[src/rtl/i2cs_pkg.sv]
package i2cs_pkg;
    typedef enum logic [2:0] {
        ST_IDLE,
        ST_ADDR_HI,
        ST_ADDR_LO,
        ST_DATA,
        ST_SKIP
    } slv_state_t;

    // Upper five bits of a 10-bit first address byte
    localparam logic [4:0] TENBIT_TAG = 5'b11110;
endpackage

[src/rtl/i2cs_sync.sv]
module i2cs_sync #(
    parameter int LINES  = 2,
    parameter int STAGES = 2
) (
    input  logic             clk,
    input  logic             rst_n,
    input  logic [LINES-1:0] raw_i,
    output logic [LINES-1:0] lvl_o,
    output logic [LINES-1:0] rise_o,
    output logic [LINES-1:0] fall_o
);
    genvar g;
    generate
        for (g = 0; g < LINES; g++) begin : g_line
            // pipe[STAGES-1] is the synchronised level, pipe[STAGES] its previous value
            logic [STAGES:0] pipe;
            always_ff @(posedge clk or negedge rst_n) begin
                if (!rst_n) pipe <= '1;
                else        pipe <= {pipe[STAGES-1:0], raw_i[g]};
            end
            assign lvl_o[g]  = pipe[STAGES-1];
            assign rise_o[g] = pipe[STAGES-1] & ~pipe[STAGES];
            assign fall_o[g] = ~pipe[STAGES-1] & pipe[STAGES];
        end
    endgenerate
endmodule

[src/rtl/i2cs_shift.sv]
module i2cs_shift #(
    parameter int BYTE_W = 8
) (
    input  logic              clk,
    input  logic              rst_n,
    input  logic              clear_i,
    input  logic              scl_rise_i,
    input  logic              scl_fall_i,
    input  logic              sda_i,
    output logic [BYTE_W-1:0] data_o,
    output logic              byte_done_o,
    output logic              ack_open_o,
    output logic              ack_close_o
);
    localparam int CW = $clog2(BYTE_W + 2);
    localparam logic [CW-1:0] LAST_BIT = CW'(BYTE_W - 1);
    localparam logic [CW-1:0] ACK_SLOT = CW'(BYTE_W);
    localparam logic [CW-1:0] ACK_HIGH = CW'(BYTE_W + 1);

    logic [CW-1:0] cnt_q;

    always_ff @(posedge clk or negedge rst_n) begin
        if (!rst_n) begin
            cnt_q       <= '0;
            data_o      <= '0;
            byte_done_o <= 1'b0;
            ack_open_o  <= 1'b0;
            ack_close_o <= 1'b0;
        end else begin
            byte_done_o <= 1'b0;
            ack_open_o  <= 1'b0;
            ack_close_o <= 1'b0;
            if (clear_i) begin
                cnt_q <= '0;
            end else if (scl_rise_i) begin
                if (cnt_q < ACK_SLOT) data_o <= {data_o[BYTE_W-2:0], sda_i};
                if (cnt_q == LAST_BIT) byte_done_o <= 1'b1;
                if (cnt_q != ACK_HIGH) cnt_q <= cnt_q + 1'b1;
            end else if (scl_fall_i) begin
                if (cnt_q == ACK_SLOT) ack_open_o <= 1'b1;
                if (cnt_q == ACK_HIGH) begin
                    cnt_q       <= '0;
                    ack_close_o <= 1'b1;
                end
            end
        end
    end
endmodule

[src/rtl/i2c_addr_slave.sv]
module i2c_addr_slave
    import i2cs_pkg::*;
#(
    parameter int                BYTE_W      = 8,
    parameter int                SYNC_STAGES = 2,
    parameter logic [BYTE_W-1:0] RESET_ADDR  = '0
) (
    input  logic              clk,
    input  logic              rst_n,
    input  logic              scl_i,
    input  logic              sda_i,
    output logic              sda_pull_o,
    input  logic              ten_bit_i,
    input  logic              gc_en_i,
    input  logic              own_wr_i,
    input  logic [BYTE_W-1:0] own_wdata_i,
    input  logic              rxbuf_rd_i,
    input  logic              flag_clr_i,
    output logic [BYTE_W-1:0] rxbuf_o,
    output logic              buf_full_o,
    output logic              addr_upd_o,
    output logic              ovf_o,
    output logic              irq_o
);
    localparam int SCL_IDX = 1;
    localparam int SDA_IDX = 0;

    logic [1:0] lvl, rise, fall;
    logic start_det, stop_det;
    logic [BYTE_W-1:0] shreg, own_q;
    logic byte_done, ack_open, ack_close;
    slv_state_t state_q, state_d;
    logic gc_hit, hit7, hit10a, hit10b, take, accept, buf_busy;
    logic ack_ok_q, irq_pend_q;

    i2cs_sync #(.LINES(2), .STAGES(SYNC_STAGES)) u_sync (
        .clk    (clk),
        .rst_n  (rst_n),
        .raw_i  ({scl_i, sda_i}),
        .lvl_o  (lvl),
        .rise_o (rise),
        .fall_o (fall)
    );

    assign start_det = lvl[SCL_IDX] & fall[SDA_IDX];
    assign stop_det  = lvl[SCL_IDX] & rise[SDA_IDX];

    i2cs_shift #(.BYTE_W(BYTE_W)) u_shift (
        .clk         (clk),
        .rst_n       (rst_n),
        .clear_i     (start_det | stop_det),
        .scl_rise_i  (rise[SCL_IDX]),
        .scl_fall_i  (fall[SCL_IDX]),
        .sda_i       (lvl[SDA_IDX]),
        .data_o      (shreg),
        .byte_done_o (byte_done),
        .ack_open_o  (ack_open),
        .ack_close_o (ack_close)
    );

    // Address comparison
    always_comb begin
        gc_hit = gc_en_i && (shreg == '0);
        hit7   = !ten_bit_i && !shreg[0] && (shreg[BYTE_W-1:1] == own_q[BYTE_W-1:1]);
        hit10a = ten_bit_i && !shreg[0] && (shreg[BYTE_W-1:BYTE_W-5] == TENBIT_TAG)
                 && (shreg[2:1] == own_q[2:1]);
        hit10b = (shreg == own_q);
        take   = 1'b0;
        unique case (state_q)
            ST_ADDR_HI: take = byte_done && (gc_hit || hit7 || hit10a);
            ST_ADDR_LO: take = byte_done && hit10b;
            ST_DATA:    take = byte_done;
            default:    take = 1'b0;
        endcase
        buf_busy = buf_full_o && !rxbuf_rd_i;
        accept   = take && !buf_busy;
    end

    // Next state
    always_comb begin
        state_d = state_q;
        if (stop_det) begin
            state_d = ST_IDLE;
        end else if (start_det) begin
            state_d = ST_ADDR_HI;
        end else if (byte_done) begin
            unique case (state_q)
                ST_ADDR_HI: begin
                    if (gc_hit || hit7) state_d = ST_DATA;
                    else if (hit10a)    state_d = ST_ADDR_LO;
                    else                state_d = ST_SKIP;
                end
                ST_ADDR_LO: state_d = hit10b ? ST_DATA : ST_SKIP;
                ST_DATA:    state_d = ST_DATA;
                default:    state_d = state_q;
            endcase
        end
    end

    // State register
    always_ff @(posedge clk or negedge rst_n) begin
        if (!rst_n) state_q <= ST_IDLE;
        else        state_q <= state_d;
    end

    // Outputs and flags
    always_ff @(posedge clk or negedge rst_n) begin
        if (!rst_n) begin
            own_q      <= RESET_ADDR;
            rxbuf_o    <= '0;
            buf_full_o <= 1'b0;
            addr_upd_o <= 1'b0;
            ovf_o      <= 1'b0;
            irq_o      <= 1'b0;
            ack_ok_q   <= 1'b0;
            irq_pend_q <= 1'b0;
            sda_pull_o <= 1'b0;
        end else begin
            if (own_wr_i) begin
                own_q      <= own_wdata_i;
                addr_upd_o <= 1'b0;
            end
            if (rxbuf_rd_i) buf_full_o <= 1'b0;
            if (flag_clr_i) begin
                irq_o <= 1'b0;
                ovf_o <= 1'b0;
            end
            if (byte_done) begin
                irq_pend_q <= take;
                ack_ok_q   <= accept;
                if (accept) begin
                    rxbuf_o    <= shreg;
                    buf_full_o <= 1'b1;
                    if (state_q == ST_ADDR_HI && hit10a && !gc_hit) addr_upd_o <= 1'b1;
                end else if (take) begin
                    ovf_o <= 1'b1;
                end
            end
            if (ack_open) sda_pull_o <= ack_ok_q;
            if (ack_close) begin
                sda_pull_o <= 1'b0;
                irq_pend_q <= 1'b0;
                if (irq_pend_q) irq_o <= 1'b1;
            end
            if (start_det || stop_det) begin
                sda_pull_o <= 1'b0;
                irq_pend_q <= 1'b0;
                ack_ok_q   <= 1'b0;
            end
        end
    end
endmodule

[config.mk]
export PLATFORM = sky130hd
export DESIGN_NAME = i2c_addr_slave
export DESIGN_NICKNAME = d
export VERILOG_FILES = /design/src/rtl/i2cs_pkg.sv /design/src/rtl/i2cs_sync.sv /design/src/rtl/i2cs_shift.sv /design/src/rtl/i2c_addr_slave.sv
export SDC_FILE = /design/constraint.sdc
export NUM_CORES = 1
export LEC_CHECK = 0
export ABC_CLOCK_PERIOD_IN_PS = 2000
export CAP_MARGIN = 25
export CORE_MARGIN = 4
export CORE_UTILIZATION = 40
export CTS_CLUSTER_SIZE = 12
export DETAILED_ROUTE_END_ITERATION = 16
export GPL_TIMING_DRIVEN = 1
export PLACE_DENSITY = 0.68
export SYNTH_ARGS = -nofsm -noshare
export SYNTH_HDL_FRONTEND = slang
export SYNTH_SLANG_ARGS = --single-unit
[constraint.sdc]
create_clock -name clk -period 2 [get_ports clk]
set_input_delay 0.4 -clock clk [delete_from_list [all_inputs] [get_ports clk]]
set_output_delay 0.4 -clock clk [all_outputs]
set_load 0.005 [all_outputs]
==> impl_metrics.csv, run 1 <==
group,metric,value,unit
outcome,status,"finished clean",
die,die_w,80.3,um
timing,setup_tns,0,ps
layout,design.final.nets,229,
timing,hold_violations,0,
die,start_util,0.412,
synth,syn-cell-area,2090,um^2
synth,synth_commonest_cells,"dfrtp_1 (41), mux2_2 (25), nor2_1 (10)",
placed_design,numPortBuffers,29,
detailed_routing,drc,0,
hold_path,hold_class,"in -> async",
clock_tree,clock-sinks,47,
synth,syn_avg_cell_area,12.8,um^2
detailed_routing,viasPerCell,5.05,
setup_path,rr_endpoint,"rxbuf_o[0]$_DFFE_PN0P_",
detailed_routing,dr.pass1.iters,4,
layout,fill_cells,487,
detailed_routing,postRouteAntennaNets,0,
clock_tree,ctsResizeCount,0,
die,die-height,80.3,um
setup_path,cp.required,2180,ps
synth,syn_nets,186,
synth,synth.most_common_cell,"dfrtp_1",
flow_run,max_cap_violations,0,
timing,rsz0062_at_grt,"false",
placed_design,dp_hpwl,2930,um
setup_path,arrival,2040,ps
synth,synth_edf_count,0,
clock_tree,cts-root-buf,"clkbuf_8",
clock_tree,cts_max_level,2,
synth,yosysTopAreaCellShare,0.490,
die,row_count,26,
timing,finalWorstSetupSlack,135,ps
die,core,5070,um^2
detailed_routing,wire_per_inst,14.2,um
timing,worst_clock_skew,8.36,ps
setup_path,crit_path_start_kind,"register",
setup_path,rrSetupSlack,140,ps
synth,yosys_register_bits,47,
clock_tree,cts_buffers,5,
clock_tree,cts.clk_slew.worst_paths,80,ps
timing,finalCritPeriodShare,0.932,
setup_path,crit_type,"reg -> reg",
clock_tree,clock_latency,290,ps
detailed_routing,drtIter0Drc,61,
clock_tree,cts_hold_buffers,0,
timing,final-setup-viol-count,0,
layout,area_growth_syn_to_layout,26.0,%
synth,synth_cell_types,35,
timing,slew-limit-headroom,0.610,
die,die_area,6450,um^2
synth,synth_top_flop_cell,"dfrtp_1",
synth,synthCells,164,
synth,async_flop_share,1.00,
die,ios,30,
global_routing,grt_pass1_wl,6810,um
global_routing,grt_pass1_vias,1453,
timing,max_freq,536,MHz
synth,netlist_top_cells_area,"dfrtp_1 (49%), mux2_2 (13%), dfstp_2 (7.5%)",
pwr,ir_worst_vdd,467,uV
timing,slew_violations,0,
global_routing,grt_usage,0.139,
global_routing,grt_max_degree,48,
synth,yosysWarningCount,0,
global_routing,grt-ovfl-total,0,
layout,antenna_cells,0,
synth,synth_top_area_cell,"dfrtp_1",
setup_path,reg2reg_from,"u_shift.data_o[1]$_DFFE_PN0P_",
timing,whs,181,ps
placed_design,pre_cts_ws,-56.7,ps
layout,final_core_util,0.520,
detailed_routing,vias,1400,
detailed_routing,totalWireLength,3940,um
pwr,power_leakage,1.15,nW
setup_path,endpoint_kind,"register",
clock_tree,post_cts_buffers,0,
setup_path,cp_max_fo,10,
placed_design,gp_congestion,0.841,
clock_tree,cts_max_path_buffers,2,
timing,min_period,1860,ps
clock_tree,cts_tree,"done",
setup_path,r2r_cells,5,
layout,layout-drive-gt1-share,0.261,
synth,yosysSeqAreaShare,0.565,
pwr,power_density,850,nW/um^2
global_routing,antenna_found_initial,0,
timing,tightestPinTransition,584,ps
[sequential cells by signal (all words and copies together), names as in the netlist]
name,flops
own_q,8
u_sync.g_line.pipe,6
rxbuf_o,8
sda_pull_o,1
ovf_o,1
u_shift.ack_open_o,1
buf_full_o,1
u_shift.ack_close_o,1
state_q,3
u_shift.cnt_q,4
u_shift.data_o,8
ack_ok_q,1
irq_pend_q,1
u_shift.byte_done_o,1
addr_upd_o,1
irq_o,1
[critical path: stages, from the launching register on]
cell	delay, ps
dfrtp_1	450
xnor2_1	220
nand4_1	200
o211ai_2	290
o2111ai_4	240
mux2_2	350
[worst max path at each step]
stage	to	from	depth (start not counted)	slack [ps]
2_1_floorplan	u_shift.data_o[0]$_DFFE_PN0P_	u_sync.g_line[1].pipe[1]$_DFF_PN1_	3	230
3_3_place_gp	rxbuf_o[3]$_DFFE_PN0P_	gc_en_i	6	-60
3_5_place_dp	rxbuf_o[0]$_DFFE_PN0P_	ten_bit_i	6	-60
4_1_cts	irq_pend_q$_DFFE_PN0P_	u_shift.data_o[1]$_DFFE_PN0P_	6	140
5_1_grt	rxbuf_o[0]$_DFFE_PN0P_	u_shift.data_o[1]$_DFFE_PN0P_	5	3
6_report	rxbuf_o[0]$_DFFE_PN0P_	u_shift.data_o[1]$_DFFE_PN0P_	5	140
[through the flow]
stage          power, mW  std cells  cell area [um^2]
2_1_floorplan       1.43        164              2090
3_3_place_gp        1.61        270              2530
3_5_place_dp        1.61        270              2530
4_1_cts             2.27        277              2630
5_1_grt             2.38        277              2640
6_report            2.24        277              2640
[cells in the final DEF, fill, tap and decap left out, types with 2 or more instances in the layout]
cell type,n
o22ai_1,2
nand2_1,6
nand2b_1,5
nand3_1,3
clkdlybuf4s50_1,28
nand3b_1,2
xnor2_1,9
a22oi_1,3
clkbuf_8,5
ha_1,5
mux2_2,25
dfstp_2,6
dfrtp_1,41
inv_1,9
nor3_1,4
buf_4,10
nor2_1,10
o211a_1,2
o211ai_1,4
nand4_1,4
a21oi_1,3
nor4b_1,2
[layer usage]
layer	vias up	GRT usage	wire, um
met3	6	0.0471	167
met5	-	0	0
met1	692	0.173	1860
li1	668	-	-
met4	0	0.0456	46
met2	34	0.226	1860
[logic make-up (layout without fill, tap and decap cells)]
logic type,Yosys count,in the layout,synth area share
adder cells (fa/ha/maj),5,5,0.0299
XOR/XNOR,9,9,0.0377
multiplexers,26,26,0.139
flip-flops,47,47,0.565
AND/OR/NAND/NOR,41,41,0.111
AO/OA/AOI/OAI,24,24,0.0956
buffers and inverters,12,55,0.0215
[power by group]
group / internal [mW] / switching, mW
sequential: 1.06 / 0.141
combinational: 0.225 / 0.169
clock: 0.366 / 0.285
total: 1.65 / 0.595
[layout make-up]
cell class / count / area, um^2 / share of cell area
Multi-Input combinational cell: 105 / 870 / 0.330
Timing Repair Buffer: 39 / 360 / 0.137
Clock inverter: 1 / 30.0 / 0.0114
Sequential cell: 47 / 1180 / 0.449
Inverter: 9 / 33.8 / 0.0128
Tap cell: 70 / 87.6 / 0.0332
Clock buffer: 6 / 72.6 / 0.0275
Note: power is estimated with default switching activity, not from simulation.
==> inputs of run 2 (changes only) <==
Settings changed: ABC_CLOCK_PERIOD_IN_PS 2000 to 1600, PLACE_DENSITY 0.68 to 0.7, SKIP_LAST_GASP from default to 1, TNS_END_PERCENT from default to 10.
Clock period 2 ns to 1.6 ns, I/O delays scaled along.
==> impl_metrics.csv, run 2 (synthesis gave the netlist of run 1 again) <==
group,metric,value,unit
placed_design,pre_cts_ws,-381,ps
layout,antenna_cells,0,
timing,tightestPinTransition,461,ps
setup_path,cp_max_fo,9,
layout,fill_cells,475,
clock_tree,cts_max_level,2,
pwr,power_leakage,1.23,nW
clock_tree,cts_max_path_buffers,2,
clock_tree,cts_tree,"done",
placed_design,gp_congestion,0.806,
die,core,5070,um^2
detailed_routing,postRouteAntennaNets,0,
detailed_routing,vias,1414,
timing,final-setup-viol-count,15,
detailed_routing,totalWireLength,3750,um
layout,layout-drive-gt1-share,0.309,
hold_path,hold_path_startpoint,"u_sync.g_line[0].pipe[0]$_DFF_PN1_",
timing,hold_violations,0,
detailed_routing,drc,0,
setup_path,cpMaxStageDelayCell,"dfrtp_1",
timing,worst_clock_skew,7.41,ps
detailed_routing,viasPerCell,4.83,
die,die-height,80.3,um
global_routing,grt-ovfl-total,0,
timing,setup_tns,-1680,ps
timing,finalCritPeriodShare,1.09,
placed_design,numPortBuffers,29,
die,row_count,26,
setup_path,cp.required,1780,ps
timing,slew-limit-headroom,0.693,
global_routing,grt_max_degree,30,
placed_design,dp_hpwl,2810,um
layout,top_regs,"own_q (8), rxbuf_o (8), u_shift.data_o (8)",
pwr,total_power,2.80,mW
layout,area_growth_syn_to_layout,33.4,%
layout,design.final.nets,244,
setup_path,crit_start,"u_shift.data_o[1]$_DFFE_PN0P_",
flow_run,max_cap_violations,0,
setup_path,r2r_cells,5,
detailed_routing,drtIter0Drc,63,
layout,final_common_cell,"dfrtp_1",
layout,final_cell_mix,"dfrtp_1 (41), clkdlybuf4s50_1 (28), mux2_2 (25), buf_4 (21), nor2_1 (10)",
setup_path,crit_type,"reg -> reg",
clock_tree,clock-sinks,47,
setup_path,rrSetupSlack,-150,ps
timing,max_freq,573,MHz
global_routing,grt_pass1_vias,1498,
die,die_w,80.3,um
layout,stdcell_area,2790,um^2
timing,min_period,1750,ps
die,die_area,6450,um^2
pwr,ir_worst_vdd,486,uV
setup_path,cp_cell_sequence,"xnor2_2 > nand4_1 > o211ai_2 > o2111ai_4 > mux2_2",
timing,whs,358,ps
setup_path,arrival,1930,ps
die,start_util,0.412,
placed_design,postPlaceCellArea,2670,um^2
clock_tree,cts_buffers,5,
die,ios,30,
setup_path,crit_path_end,"rxbuf_o[5]$_DFFE_PN0P_",
detailed_routing,wire_per_inst,12.8,um
setup_path,endpoint_kind,"register",
clock_tree,clock_latency,300,ps
setup_path,worst_path_largest_cell_delay,440,ps
placed_design,dp.cells,282,
setup_path,crit_path_start_kind,"register",
timing,finalWorstSetupSlack,-146,ps
layout,final_core_util,0.550,
global_routing,antenna_found_initial,0,
timing,slew_violations,0,
global_routing,grt_pass1_wl,6860,um
clock_tree,cts.clk_slew.worst_paths,80,ps
outcome,status,"finished with violations",
setup_path,reg2reg_from,"u_shift.data_o[1]$_DFFE_PN0P_",
clock_tree,cts-root-buf,"clkbuf_8",
setup_path,rr_endpoint,"rxbuf_o[5]$_DFFE_PN0P_",
hold_path,hold_class,"reg -> reg",
outcome,violations,"negative setup slack",
pwr,power_density,1000,nW/um^2
detailed_routing,dr.pass1.iters,3,
global_routing,grt_usage,0.137,
layout,stdcell_count,293,
timing,rsz0062_at_grt,"true",
-- run 2: changes by cell type in the layout (fill, tap and decap cells not counted), sizes merged --
cell and delta:
buf +14, bufinv -1, clkbuf +2, dlygate4sd3 +1
-- run 2: where the power goes --
| group | internal (mW) | total [mW] | switching (mW) |
|---|---|---|---|
| clock | 0.311 | 0.675 | 0.364 |
| sequential | 1.32 | 1.46 | 0.142 |
| combinational | 0.400 | 0.667 | 0.267 |
| total | 2.03 | 2.80 | 0.773 |
-- run 2: what timing repair did --
item	CTS	global route
buffers inserted	0	2
hold endpoints to repair	18	0
setup endpoints to repair	13	28
hold buffers	1	0
pin swaps	0	6
gates resized for setup	0	2
-- run 2: layer usage --
| metal | global-route usage | part of all wire |
|---|---|---|
| met5 | 0 | 0 |
| met3 | 0.0381 | 0.041 |
| met2 | 0.211 | 0.46 |
| met4 | 0.0608 | 0.022 |
| met1 | 0.180 | 0.47 |
-- run 2: how the worst min path moves through the flow --
stage,endpoint,cells past startpoint
3_3_place_gp,rxbuf_o[1]$_DFFE_PN0P_,1
3_5_place_dp,rxbuf_o[1]$_DFFE_PN0P_,1
2_1_floorplan,ack_ok_q$_DFFE_PN0P_,0
4_1_cts,u_sync.g_line[0].pipe[1]$_DFF_PN1_,0
6_report,u_sync.g_line[0].pipe[1]$_DFF_PN1_,0
5_1_grt,u_sync.g_line[0].pipe[1]$_DFF_PN1_,0
-- run 2: critical path: cells and delay by family, from the launching register on --
| family | cells | cell delay [ps] |
|---|---|---|
| compound gates | 2 | 500 |
| flops | 1 | 440 |
| mux | 1 | 380 |
| xor+xnor | 1 | 160 |
| simple gates | 1 | 160 |
-- run 2: final cells by class --
cell class,instances,area (um^2),area share
Sequential cell,47,1180,0.424
Multi-Input combinational cell,105,895,0.320
Timing Repair Buffer,54,513,0.184
Tap cell,70,87.6,0.0314
Clock buffer,8,80.1,0.0287
Inverter,9,33.8,0.0121
==> inputs of run 3 (changes only) <==
Settings changed: CTS_BUF_LIST from default to sky130_fd_sc_hd__clkbuf_4.
==> impl_metrics.csv, run 3 (synthesis gave the netlist of run 1 again) <==
group,metric,value,unit
clock_tree,cts-root-buf,"clkbuf_4",
timing,hold_violations,0,
global_routing,grt_max_degree,30,
hold_path,hold_class,"in -> reg",
clock_tree,cts.clk_slew.worst_paths,130,ps
pwr,p_int,1.94,mW
global_routing,antenna_found_initial,0,
pwr,power_density,980,nW/um^2
layout,antenna_cells,0,
setup_path,rrSetupSlack,-160,ps
pwr,ir_worst_vdd,445,uV
die,die_w,80.3,um
hold_path,holdPathEnd,"u_sync.g_line[1].pipe[0]$_DFF_PN1_",
clock_tree,cts_tree,"done",
placed_design,numPortBuffers,29,
timing,max_freq,567,MHz
pwr,clockPowerShare,0.215,
setup_path,cp.required,1860,ps
timing,finalCritPeriodShare,1.10,
layout,final_common_cell,"dfrtp_1",
detailed_routing,viasPerCell,4.88,
timing,tightestPinTransition,463,ps
layout,top_regs,"own_q (8), rxbuf_o (8), u_shift.data_o (8)",
placed_design,dp_hpwl,2810,um
detailed_routing,postRouteAntennaNets,0,
die,die_area,6450,um^2
setup_path,arrival,2020,ps
timing,whs,348,ps
timing,final-setup-viol-count,15,
clock_tree,cts_buffers,5,
detailed_routing,vias,1421,
global_routing,grt_usage,0.138,
timing,slew_violations,0,
die,ios,30,
detailed_routing,drtIter0Drc,79,
layout,final_cell_mix,"dfrtp_1 (41), clkdlybuf4s50_1 (28), mux2_2 (25), buf_4 (19), nor2_1 (10)",
pwr,p_comb_frac,0.244,
layout,layout-drive-gt1-share,0.312,
setup_path,endpoint_kind,"register",
placed_design,gp_congestion,0.806,
timing,rsz0062_at_grt,"true",
setup_path,crit_start,"u_shift.data_o[1]$_DFFE_PN0P_",
placed_design,pre_cts_ws,-381,ps
layout,design.final.nets,242,
layout,area_growth_syn_to_layout,31.4,%
setup_path,cp_max_fo,9,
clock_tree,clock_latency,360,ps
hold_path,hold_path_startpoint,"scl_i",
setup_path,reg2reg_from,"u_shift.data_o[1]$_DFFE_PN0P_",
timing,min_period,1760,ps
detailed_routing,drc,0,
global_routing,grt_pass1_vias,1508,
detailed_routing,wire_per_inst,13.0,um
timing,finalWorstSetupSlack,-164,ps
detailed_routing,dr.pass1.iters,4,
detailed_routing,totalWireLength,3780,um
pwr,pwr-share-seq,0.540,
flow_run,max_cap_violations,0,
setup_path,rr_endpoint,"rxbuf_o[5]$_DFFE_PN0P_",
outcome,violations,"negative setup slack",
setup_path,crit_path_start_kind,"register",
clock_tree,post_cts_buffers,0,
setup_path,crit_type,"reg -> reg",
pwr,power_leakage,1.22,nW
pwr,swShare,0.281,
die,row_count,26,
clock_tree,cts_max_path_buffers,2,
clock_tree,cts_max_level,2,
clock_tree,clock-sinks,47,
timing,slew-limit-headroom,0.691,
global_routing,grt-ovfl-total,0,
outcome,status,"finished with violations",
layout,final_core_util,0.542,
setup_path,r2r_cells,5,
hold_path,holdPathStages,1,
die,die-height,80.3,um
pwr,p_sw,0.756,mW
die,core,5070,um^2
global_routing,grt_pass1_wl,6830,um
timing,worst_clock_skew,9.83,ps
die,start_util,0.412,
-- run 3: cell count changes in the layout (fill, tap and decap cells not counted), sizes merged --
| cell | previous run | this run |
|---|---|---|
| buf | 25 | 23 |
-- run 3: final cells by class --
type                       count  area [um^2]
fill                         478         2320
sequential                    47         1180
clock buffer                   8         60.1
tap                           70         87.6
multi-input combinational    105          887
inverter                       9         33.8
timing repair buffer          52          498
-- run 3: worst max-delay path by stage --
stage,slack [ps],cells past startpoint,to
floorplan,-40,5,rxbuf_o[0]$_DFFE_PN0P_
global placement,-390,6,rxbuf_o[2]$_DFFE_PN0P_
detailed placement,-380,6,rxbuf_o[5]$_DFFE_PN0P_
CTS,-190,5,rxbuf_o[5]$_DFFE_PN0P_
global route,-320,6,irq_pend_q$_DFFE_PN0P_
finish,-160,5,rxbuf_o[5]$_DFFE_PN0P_
-- run 3: timing repair --
action | in CTS | in global routing
hold buffers | 1 | 0
resized for setup | 0 | 1
endpoints found under the hold margin | 18 | 0
setup endpoints to repair | 13 | 37
pin swaps | 0 | 2
-- run 3: worst max-delay path, cell delays in order (launching register included) --
cell and delay [ps]:
dfrtp_1 450, xnor2_2 160, nand4_1 170, o211ai_2 140, o2111ai_4 360, mux2_2 380
-- run 3: stage by stage --
step / total power, mW / cell area, um^2 / instances / TNS, ps
after floorplan: 1.79 / 2110 / 164 / -572
after global placement: 2.12 / 2670 / 282 / -5230
after detailed placement: 2.13 / 2670 / 282 / -5060
after CTS: 2.72 / 2740 / 291 / -2110
after global routing: 2.87 / 2750 / 291 / -4810
final: 2.69 / 2750 / 291 / -1860
-- run 3: metal layers --
layer,track usage,part of all wire
met5,0,0
met4,0.0642,0.021
met3,0.0437,0.047
met2,0.214,0.46
met1,0.174,0.47
-- run 3: power groups by stage --
stage | sequential (mW) | combinational, mW | clock, mW
finish | 1.46 | 0.658 | 0.580
floorplan | 1.47 | 0.327 | 0
global placement | 1.47 | 0.645 | 0
CTS | 1.45 | 0.658 | 0.606
global route | 1.47 | 0.741 | 0.653
detailed placement | 1.48 | 0.653 | 0
